`src/rtl/pfd_sync.sv`:
```
module pfd_sync #(
  parameter int CODE_W  = 3,
  parameter int OVL_CYC = 2
) (
  input  logic              clk,
  input  logic              rst_n,
  input  logic              ref_edge,
  input  logic              main_edge,
  input  logic              enable,
  input  logic [CODE_W-1:0] cp_code_in,
  output logic              up,
  output logic              down,
  output logic [CODE_W-1:0] cp_code,
  output logic              div_sync
);
  localparam int CNT_W = (OVL_CYC > 1) ? $clog2(OVL_CYC) : 1;
  localparam logic [CNT_W-1:0] CNT_LAST = CNT_W'(OVL_CYC - 1);

  logic             active;
  logic [CNT_W-1:0] cnt;
  logic             idle;
  logic             both;

  assign idle = !up && !down;
  assign both = up && down;

  always_ff @(posedge clk or negedge rst_n) begin
    if (!rst_n) begin
      active   <= 1'b0;
      up       <= 1'b0;
      down     <= 1'b0;
      cnt      <= '0;
      div_sync <= 1'b0;
      cp_code  <= '0;
    end else begin
      div_sync <= 1'b0;
      if (idle) cp_code <= cp_code_in;
      if (!active) begin
        if (enable) begin
          active   <= 1'b1;
          div_sync <= 1'b1;
        end
      end else if (both) begin
        if (cnt == CNT_LAST) begin
          up   <= 1'b0;
          down <= 1'b0;
          cnt  <= '0;
        end else begin
          cnt <= cnt + 1'b1;
        end
      end else if (up) begin
        if (main_edge) down <= 1'b1;
      end else if (down) begin
        if (ref_edge) up <= 1'b1;
      end else if (!enable) begin
        active <= 1'b0;
      end else begin
        up   <= ref_edge;
        down <= main_edge;
      end
    end
  end

  AST_OFF_QUIET: assert property (@(posedge clk) disable iff (!rst_n)
    !active |=> (!up && !down));
  AST_SYNC_ON_WAKE: assert property (@(posedge clk) disable iff (!rst_n)
    div_sync |-> (active && $past(!active)));
  AST_SYNC_ONE_CYCLE: assert property (@(posedge clk) disable iff (!rst_n)
    div_sync |=> !div_sync);
  AST_CLEAR_TOGETHER_UP: assert property (@(posedge clk) disable iff (!rst_n)
    $fell(up) |-> $fell(down));
  AST_CLEAR_TOGETHER_DN: assert property (@(posedge clk) disable iff (!rst_n)
    $fell(down) |-> $fell(up));
  AST_NO_TRUNCATE: assert property (@(posedge clk) disable iff (!rst_n)
    $fell(active) |-> $past(!up && !down));
  AST_CODE_HELD: assert property (@(posedge clk) disable iff (!rst_n)
    $past(up || down) |-> $stable(cp_code));

  generate
    if (OVL_CYC > 1) begin : g_ovl_chk
      AST_OVL_MIN: assert property (@(posedge clk) disable iff (!rst_n)
        $rose(up && down) |=> (up && down));
    end
  endgenerate
endmodule

```
`config.mk`:
```
export PLATFORM = sky130hd
export DESIGN_NAME = pfd_sync
export DESIGN_NICKNAME = d
export VERILOG_FILES = /design/src/rtl/pfd_sync.sv
export SDC_FILE = /design/constraint.sdc
export NUM_CORES = 1
export LEC_CHECK = 0
export ABC_AREA = 1
export CAP_MARGIN = 40
export CORE_MARGIN = 2
export CORE_UTILIZATION = 25
export DETAILED_ROUTE_END_ITERATION = 8
export GPL_ROUTABILITY_DRIVEN = 0
export PLACE_DENSITY = 0.62
export SLEW_MARGIN = 20
export SYNTH_ARGS = -nofsm -noshare
export SYNTH_HDL_FRONTEND = slang
export SYNTH_SLANG_ARGS = --single-unit
```
`constraint.sdc`:
```
create_clock -name clk -period 1.8 [get_ports clk]
set_input_delay 0.36 -clock clk [delete_from_list [all_inputs] [get_ports clk]]
set_output_delay 0.36 -clock clk [all_outputs]
set_load 0.01 [all_outputs]
```
==> impl_metrics.tcl, run 1 <==
set metrics [dict create \
    ys_warn_count 0 \
    hpwl_um 602 \
    track_usage_pct 11.1 \
    cts_root_buf "clkbuf_4" \
    startpoint_type "register" \
    insertion_delay_ns 0.25 \
    cts_buffers 3 \
    drt-total-wl_um 792 \
    start_util_pct 27.5 \
    netlist_instances 45 \
    endpoint_kind "output port" \
    synth_top_family_by_area "simple AND/OR/NAND/NOR gates" \
    drv_slew 0 \
    synth_compound_area_share_pct 10.4 \
    drive_gt1_share_pct 16.1 \
    path_class "reg2out" \
    cts_hold_buf 0 \
    clk_pin_slew_ns 0.06 \
    drc_errors 0 \
    path_delay_family "buffers and inverters" \
    required_ns 1.44 \
    grt_pass1_wl_um 1450 \
    nets 72 \
    cp_max_fo 2 \
    portBuffers 13 \
    cp.arrival_ns 1.13 \
    netlist_area_um2 372 \
    synth_nets 53 \
    status "completed" \
    grt_pass1_vias 322 \
    cp_slowest_cell "clkdlybuf4s50_1" \
    cts_sinks 8 \
    synthAdderAreaFrac_pct 0 \
    min_period_ns 1.49 \
    cts_tree "done" \
    slew_headroom_pct 75.2 \
    synth_cell_type_count 13 \
    avgRoutedWirePerCell_um 10.3 \
    drt-pass1-iter-count 4 \
    muxShareOfSynthArea_pct 0 \
    finalHoldViolCount 0 \
    utilization_pct 41.0 \
    setup_viol 0 \
    worstPathCellList "clkdlybuf4s50_1" \
    leakage_nw 0.279 \
    area_delta_synth_final_pct 48.8 \
    clock.fmax_ghz 0.672 \
    post_cts_buffers 0 \
    hp-class "in2async" \
    dieHeight_um 42.6 \
    rsz0062_at_grt "false" \
    power_density_mw_per_mm2 1650 \
    clk_path_buf_depth 2 \
    antenna_found_initial 0 \
    coreArea_mm2 0.00135 \
    die_w_um 42.6 \
    ir_drop_v 0.000483 \
    ys_seq_elements 8 \
    syn_area_per_cell_um2 8.26 \
    synth_xor_area_share_pct 2.36 \
    ios 14 \
    post_cts_resized 0 \
    postRouteAntennaNets 0 \
    cp_num_buf_inv 1 \
    grt_max_degree 10 \
    finalCritPeriodShare_pct 82.7 \
    yosys.area_share.simple_pct 26.9 \
    drt_iter0_markers 4 \
    max_stage_delay_ns 0.53 \
    grt_overflow 0 \
    fp-row-count 13 \
    routed-via-count 323 \
    ys_seq_area_share_pct 53.9 \
    worst_pin_slew_ns 0.371 \
    die_area_mm2 0.00181 \
    vias_per_cell 4.19 \
    drv_cap 0 \
    fin_setup_tns_ns 0 \
    clock_skew_ns 0.00458 \
    num_antenna_cells 0 \
    cts.htree.levels 1 \
]
==> layer usage <==
metal	global-route usage, %	wire length (um)
met3	3.88	27
met1	13.8	368
met5	0	0
met4	7.50	0
met2	16.0	396
==> flip-flops by register name, summed over array words and instances (netlist names) <==
signal	flops
cp_code	3
active	1
cnt	1
div_sync	1
down	1
up	1
==> power by group <==
group          internal, mW  switching (mW)  leakage [nW]
combinational         0.224           0.240         0.168
clock                0.0762          0.0593        0.0138
sequential            0.262          0.0496        0.0966
==> worst paths after layout <==
path | from | endpoint | slack (ns) | cells after the start
worst max-delay path | cp_code[2] | cp_code[2] | 0.31 | 1
worst min-delay path | rst_n | cp_code[1] | 0.39 | 1
worst max register to register | down | down | 0.67 | 5
worst min register to register | active | div_sync | 0.47 | 1
max in group asynchronous | rst_n | div_sync | 1.14 | 1
min in group clk | active | div_sync | 0.47 | 1
==> cell usage in the layout, fill, tap and decap left out, drive strengths merged <==
cell type	Yosys	layout
xor2	1	1
clkbuf	0	3
inv	5	5
nor2	6	6
nand3	1	1
clkdlybuf4s50	0	13
nand2	16	16
dfrtp	8	8
buf	1	2
o21ai	7	7
==> per-stage QoR <==
stage,cell area [um^2],hold WS (ns),setup slack [ns],power (mW),cells
floorplan,372,0.0644,0.750,0.567,45
global placement,531,0.466,0.563,0.771,74
detailed placement,531,0.462,0.560,0.780,74
CTS,553,0.405,0.286,0.924,77
global route,553,0.405,0.243,0.996,77
finish,553,0.390,0.311,0.911,77
==> cells by family (layout without fill, tap and decap cells) <==
group | count (synthesis) | after routing
AND/OR/NAND/NOR | 23 | 23
flip-flops | 8 | 8
AO/OA/AOI/OAI | 7 | 7
buffers and inverters | 6 | 23
XOR/XNOR | 1 | 1
==> cell type report <==
class                      count  area [um^2]
timing repair buffer          15          145
inverter                       5         18.8
multi-input combinational     31          148
sequential                     8          200
fill                         144          797
clock buffer                   3         22.5
tap                           15         18.8
==> synth_stat cells <==
| master | count | area (um^2) |
|---|---|---|
| nand2_1 | 15 | 56.3 |
| dfrtp_1 | 8 | 200 |
| o21ai_0 | 5 | 25.0 |
| inv_1 | 4 | 15.0 |
| nor2_1 | 4 | 15.0 |
| nor2_2 | 2 | 12.5 |
| buf_2 | 1 | 5.00 |
| inv_2 | 1 | 3.75 |
| nand2_4 | 1 | 11.3 |
| nand3_1 | 1 | 5.00 |
| o21ai_1 | 1 | 5.00 |
| o21ai_2 | 1 | 8.76 |
| xor2_1 | 1 | 8.76 |
Note: power is estimated with default switching activity, not from simulation.
==> run 2, diff against run 1 <==
==> constraint.sdc (replaced) <==
create_clock -name clk -period 1.5 [get_ports clk]
set_input_delay 0.3 -clock clk [delete_from_list [all_inputs] [get_ports clk]]
set_output_delay 0.3 -clock clk [all_outputs]
set_load 0.01 [all_outputs]
==> run 2 against run 1 <==
Routed wire length increased by 0.38%; sequential power increased by 18%; core utilization is the same; cell count unchanged; clock skew down 0.0029 ns; first-iteration DRC count fell by 50%; register-to-register slack worse by 0.30 ns; worst setup slack worse by 0.25 ns; via count is 5.9% higher; global-route usage is 0.46 points lower; critical path type unchanged; largest cell class unchanged; highest routed layer is now met4.
==> impl_metrics.tcl, run 2 (same netlist as run 1, synthesis figures left out) <==
set metrics [dict create \
    grt_pass1_wl_um 1400 \
    die_area_mm2 0.00181 \
    cp.arrival_ns 1.14 \
    clk_pin_slew_ns 0.06 \
    cts_buffers 3 \
    finalCritPeriodShare_pct 96.1 \
    start_util_pct 27.5 \
    power.switching_mw 0.424 \
    die_w_um 42.6 \
    p_int_mw 0.675 \
    setup_slack_ns 0.0581 \
    grt_max_degree 10 \
    clock_skew_ns 0.00166 \
    clk_path_buf_depth 2 \
    antenna_found_initial 0 \
    cts_tree "done" \
    register_area_um2 200 \
    drv_slew 0 \
    finalHoldViolCount 0 \
    cp_max_fo 2 \
    insertion_delay_ns 0.26 \
    cts_hold_buf 0 \
    layout_common_cells "nand2_1 (15), clkdlybuf4s50_1 (13), dfrtp_1 (8)" \
    p_seq_share_pct 33.6 \
    rsz0062_at_grt "false" \
    leakage_nw 0.279 \
    cts_sinks 8 \
    fin_setup_tns_ns 0 \
    clock.fmax_ghz 0.694 \
    slew_headroom_pct 73.8 \
    required_ns 1.20 \
    clkPwrFrac_pct 15.6 \
    fp-row-count 13 \
    grt_pass1_vias 343 \
    num_antenna_cells 0 \
    startpoint_type "register" \
    track_usage_pct 10.6 \
    ios 14 \
    min_period_ns 1.44 \
    dieHeight_um 42.6 \
    drc_errors 0 \
    status "completed" \
    avgRoutedWirePerCell_um 10.3 \
    nets 72 \
    post_cts_buffers 0 \
    max_stage_delay_ns 0.54 \
    hp-class "in2async" \
    path_class "reg2out" \
    drt-pass1-iter-count 2 \
    fin_cells 77 \
    top_register "cp_code" \
    hpwl_um 602 \
    worst_pin_slew_ns 0.391 \
    ir_drop_v 0.000697 \
    fillers 138 \
    swShare_pct 38.6 \
    multiInputGateArea_um2 148 \
    post_cts_resized 0 \
    dp.cells 74 \
    drt-total-wl_um 795 \
    cp_slowest_cell "clkdlybuf4s50_1" \
    layout_commonest_cell "nand2_1" \
    power_frac_comb_pct 50.9 \
    portBuffers 13 \
    cts_root_buf "clkbuf_4" \
    endpoint_kind "output port" \
    drt_iter0_markers 2 \
    worstPathCellList "clkdlybuf4s50_1" \
    largest_register_ffs 3 \
    vias_per_cell 4.44 \
    area_delta_synth_final_pct 48.8 \
    cp_num_buf_inv 1 \
    coreArea_mm2 0.00135 \
    postRouteAntennaNets 0 \
    power_density_mw_per_mm2 1990 \
    cts.htree.levels 1 \
    setup_viol 0 \
    routed-via-count 342 \
    grt_overflow 0 \
    r2r_setup_slack_ns 0.37 \
    post-place-ws_ns 0.295 \
    drv_cap 0 \
    path_delay_family "buffers and inverters" \
    drive_gt1_share_pct 16.1 \
]
-- run 2: cell counts in the layout (fill, tap and decap cells not counted) --
Identical to the previous run, type by type.
-- run 2: layer usage --
metal,share of wire [%],wire length (um),up-vias,GRT usage [%]
met4,3.6,29,0,7.50
met2,45,359,9,16.6
met5,0,0,-,0
met1,47,370,154,12.6
li1,-,-,174,-
met3,4.4,35,5,2.59
-- run 2: power by group through the flow --
stage	registers (mW)	logic (mW)	clock network, mW
2_1_floorplan	0.431	0.249	0
3_3_place_gp	0.369	0.551	0
3_5_place_dp	0.374	0.563	0
4_1_cts	0.370	0.567	0.176
5_1_grt	0.387	0.623	0.187
6_report	0.369	0.559	0.171
-- run 2: final timing paths --
path                             from    endpoint  depth (start not counted)
hold / removal                  rst_n          up                          1
setup reg to reg                 down        down                          5
hold reg to reg                active    div_sync                          1
max in group asynchronous       rst_n  cp_code[1]                          1
min in group clk               active    div_sync                          1
setup / recovery           cp_code[1]  cp_code[1]                          1
-- run 2: cell type report --
type                    instances  share of cell area, %
clock buffers                   3                   4.07
inverters                       5                   3.39
multi-input cells              31                   26.7
flip-flops and latches          8                   36.2
well taps                      15                   3.39
repair buffers                 15                   26.2
-- run 2: stage by stage --
| step | util [%] | total power, mW | hold slack [ns] | instance area [um^2] |
|---|---|---|---|---|
| 2_1_floorplan | - | 0.680 | 0.00441 | 372 |
| 3_3_place_gp | 39.3 | 0.919 | 0.463 | 531 |
| 3_5_place_dp | 39.3 | 0.937 | 0.468 | 531 |
| 4_1_cts | 41.0 | 1.11 | 0.347 | 553 |
| 5_1_grt | 41.0 | 1.20 | 0.361 | 553 |
| 6_report | 41.0 | 1.10 | 0.331 | 553 |
==> run 3, diff against run 2 <==
--- a/config.mk
+++ b/config.mk
@@ -6,9 +6,11 @@
 export NUM_CORES = 1
 export LEC_CHECK = 0
 export ABC_AREA = 1
+export ABC_CLOCK_PERIOD_IN_PS = 1500
 export CAP_MARGIN = 40
 export CORE_MARGIN = 2
 export CORE_UTILIZATION = 25
+export CTS_BUF_LIST = sky130_fd_sc_hd__clkbuf_8
 export DETAILED_ROUTE_END_ITERATION = 8
 export GPL_ROUTABILITY_DRIVEN = 0
 export PLACE_DENSITY = 0.62
==> run 3 against run 2 <==
Sequential share of layout area shrank 1.2 points; global-route usage stayed put; combinational power about the same; via count is 1.2% lower; design area grew 3.4%; register-to-register slack about the same; clock skew shrank 0.00090 ns; hold slack better by 0.032 ns; cell count unchanged; die area did not move; first-iteration DRC count down 50%; critical path depth stayed put.
==> impl_metrics.tcl, run 3 (same netlist as run 1, synthesis figures left out) <==
set metrics [dict create \
    cts.htree.levels 1 \
    drv_cap 0 \
    cts_tree "done" \
    drive_gt1_share_pct 16.1 \
    p_total_mw 1.19 \
    slew_headroom_pct 74.2 \
    start_util_pct 27.5 \
    min_period_ns 1.41 \
    p_seq_share_pct 31.1 \
    clk_path_buf_depth 2 \
    insertion_delay_ns 0.23 \
    post_cts_resized 0 \
    rsz0062_at_grt "false" \
    routed-via-count 338 \
    clock_skew_ns 0.000756 \
    coreArea_mm2 0.00135 \
    worst_pin_slew_ns 0.386 \
    cp_max_fo 2 \
    p_int_mw 0.758 \
    nets 72 \
    die_w_um 42.6 \
    ir_drop_v 0.000737 \
    drc_errors 0 \
    cts_hold_buf 0 \
    clk_pin_slew_ns 0.04 \
    required_ns 1.20 \
    num_antenna_cells 0 \
    grt_overflow 0 \
    track_usage_pct 10.6 \
    worstPathCellList "clkdlybuf4s50_1" \
    avgRoutedWirePerCell_um 10.3 \
    fp-row-count 13 \
    path_class "reg2out" \
    path_delay_family "buffers and inverters" \
    hpwl_um 602 \
    power_density_mw_per_mm2 2080 \
    cp_slowest_cell "clkdlybuf4s50_1" \
    dieHeight_um 42.6 \
    drt-total-wl_um 796 \
    largest_register_ffs 3 \
    leakage_nw 0.287 \
    hp-class "in2async" \
    fin_setup_tns_ns 0 \
    antenna_found_initial 0 \
    swShare_pct 36.3 \
    die_area_mm2 0.00181 \
    setup_viol 0 \
    startpoint_type "register" \
    max_stage_delay_ns 0.54 \
    layout_common_cells "nand2_1 (15), clkdlybuf4s50_1 (13), dfrtp_1 (8)" \
    power.switching_mw 0.432 \
    area_delta_synth_final_pct 53.9 \
    ios 14 \
    finalCritPeriodShare_pct 93.8 \
    vias_per_cell 4.39 \
    portBuffers 13 \
    cts_root_buf "clkbuf_8" \
    top_register "cp_code" \
    drt-pass1-iter-count 2 \
    grt_pass1_vias 343 \
    cts_buffers 3 \
    postRouteAntennaNets 0 \
    grt_max_degree 10 \
    status "completed" \
    post_cts_buffers 0 \
    fillers 136 \
    finalHoldViolCount 0 \
    drt_iter0_markers 1 \
    cts_sinks 8 \
    clock.fmax_ghz 0.711 \
    layout_commonest_cell "nand2_1" \
    cp_num_buf_inv 1 \
    clkPwrFrac_pct 21.9 \
    drv_slew 0 \
    endpoint_kind "output port" \
    grt_pass1_wl_um 1400 \
    power_frac_comb_pct 47.0 \
    cp.arrival_ns 1.11 \
]
==> run 3: per-layer routing <==
layer	global-route usage [%]	up-vias	part of all wire (%)
met5	0	-	0
met4	7.50	0	2.9
met3	2.59	4	4.3
met2	16.6	8	46
met1	12.6	154	46
li1	-	172	-
==> run 3: worst reg2reg max path: cells and delay by family (launching register included) <==
kind	cells	cell delay (ns)
buffers and inverters	1	0.17
DFF	1	0.37
AOI/OAI and AO/OA	1	0.14
and+or+nand+nor	3	0.35
==> run 3: worst paths after layout <==
path	slack (ns)	end	startpoint	cells past startpoint
worst max-delay path	0.09	cp_code[1]	cp_code[1]	1
worst min-delay path	0.36	up	rst_n	1
worst max register to register	0.37	down	down	5
worst min register to register	0.48	div_sync	active	1
max in group asynchronous	0.86	cp_code[1]	rst_n	1
min in group clk	0.48	div_sync	active	1
==> run 3: final cells by class <==
type	instances	area (um^2)	share of cell area (%)
timing repair buffer	15	145	25.4
tap	15	18.8	3.28
inverter	5	18.8	3.28
clock buffer	3	41.3	7.22
multi-input combinational	31	148	25.8
sequential	8	200	35.0
==> run 3: through the flow <==
step                      cell area (um^2)  utilization, %  cells  setup slack [ns]  hold slack (ns)
after floorplan                        372               -     45             0.450          0.00441
after global placement                 531            39.3     74             0.314            0.463
after detailed placement               531            39.3     74             0.295            0.468
after CTS                              572            42.4     77            0.0882            0.382
after global routing                   572            42.4     77            0.0535            0.395
final                                  572            42.4     77            0.0926            0.363
==> run 3: power groups by stage <==
stage / clock network [mW] / logic [mW] / registers, mW
2_1_floorplan: 0 / 0.249 / 0.431
3_3_place_gp: 0 / 0.551 / 0.369
3_5_place_dp: 0 / 0.563 / 0.374
4_1_cts: 0.266 / 0.567 / 0.371
5_1_grt: 0.279 / 0.623 / 0.388
6_report: 0.261 / 0.559 / 0.370
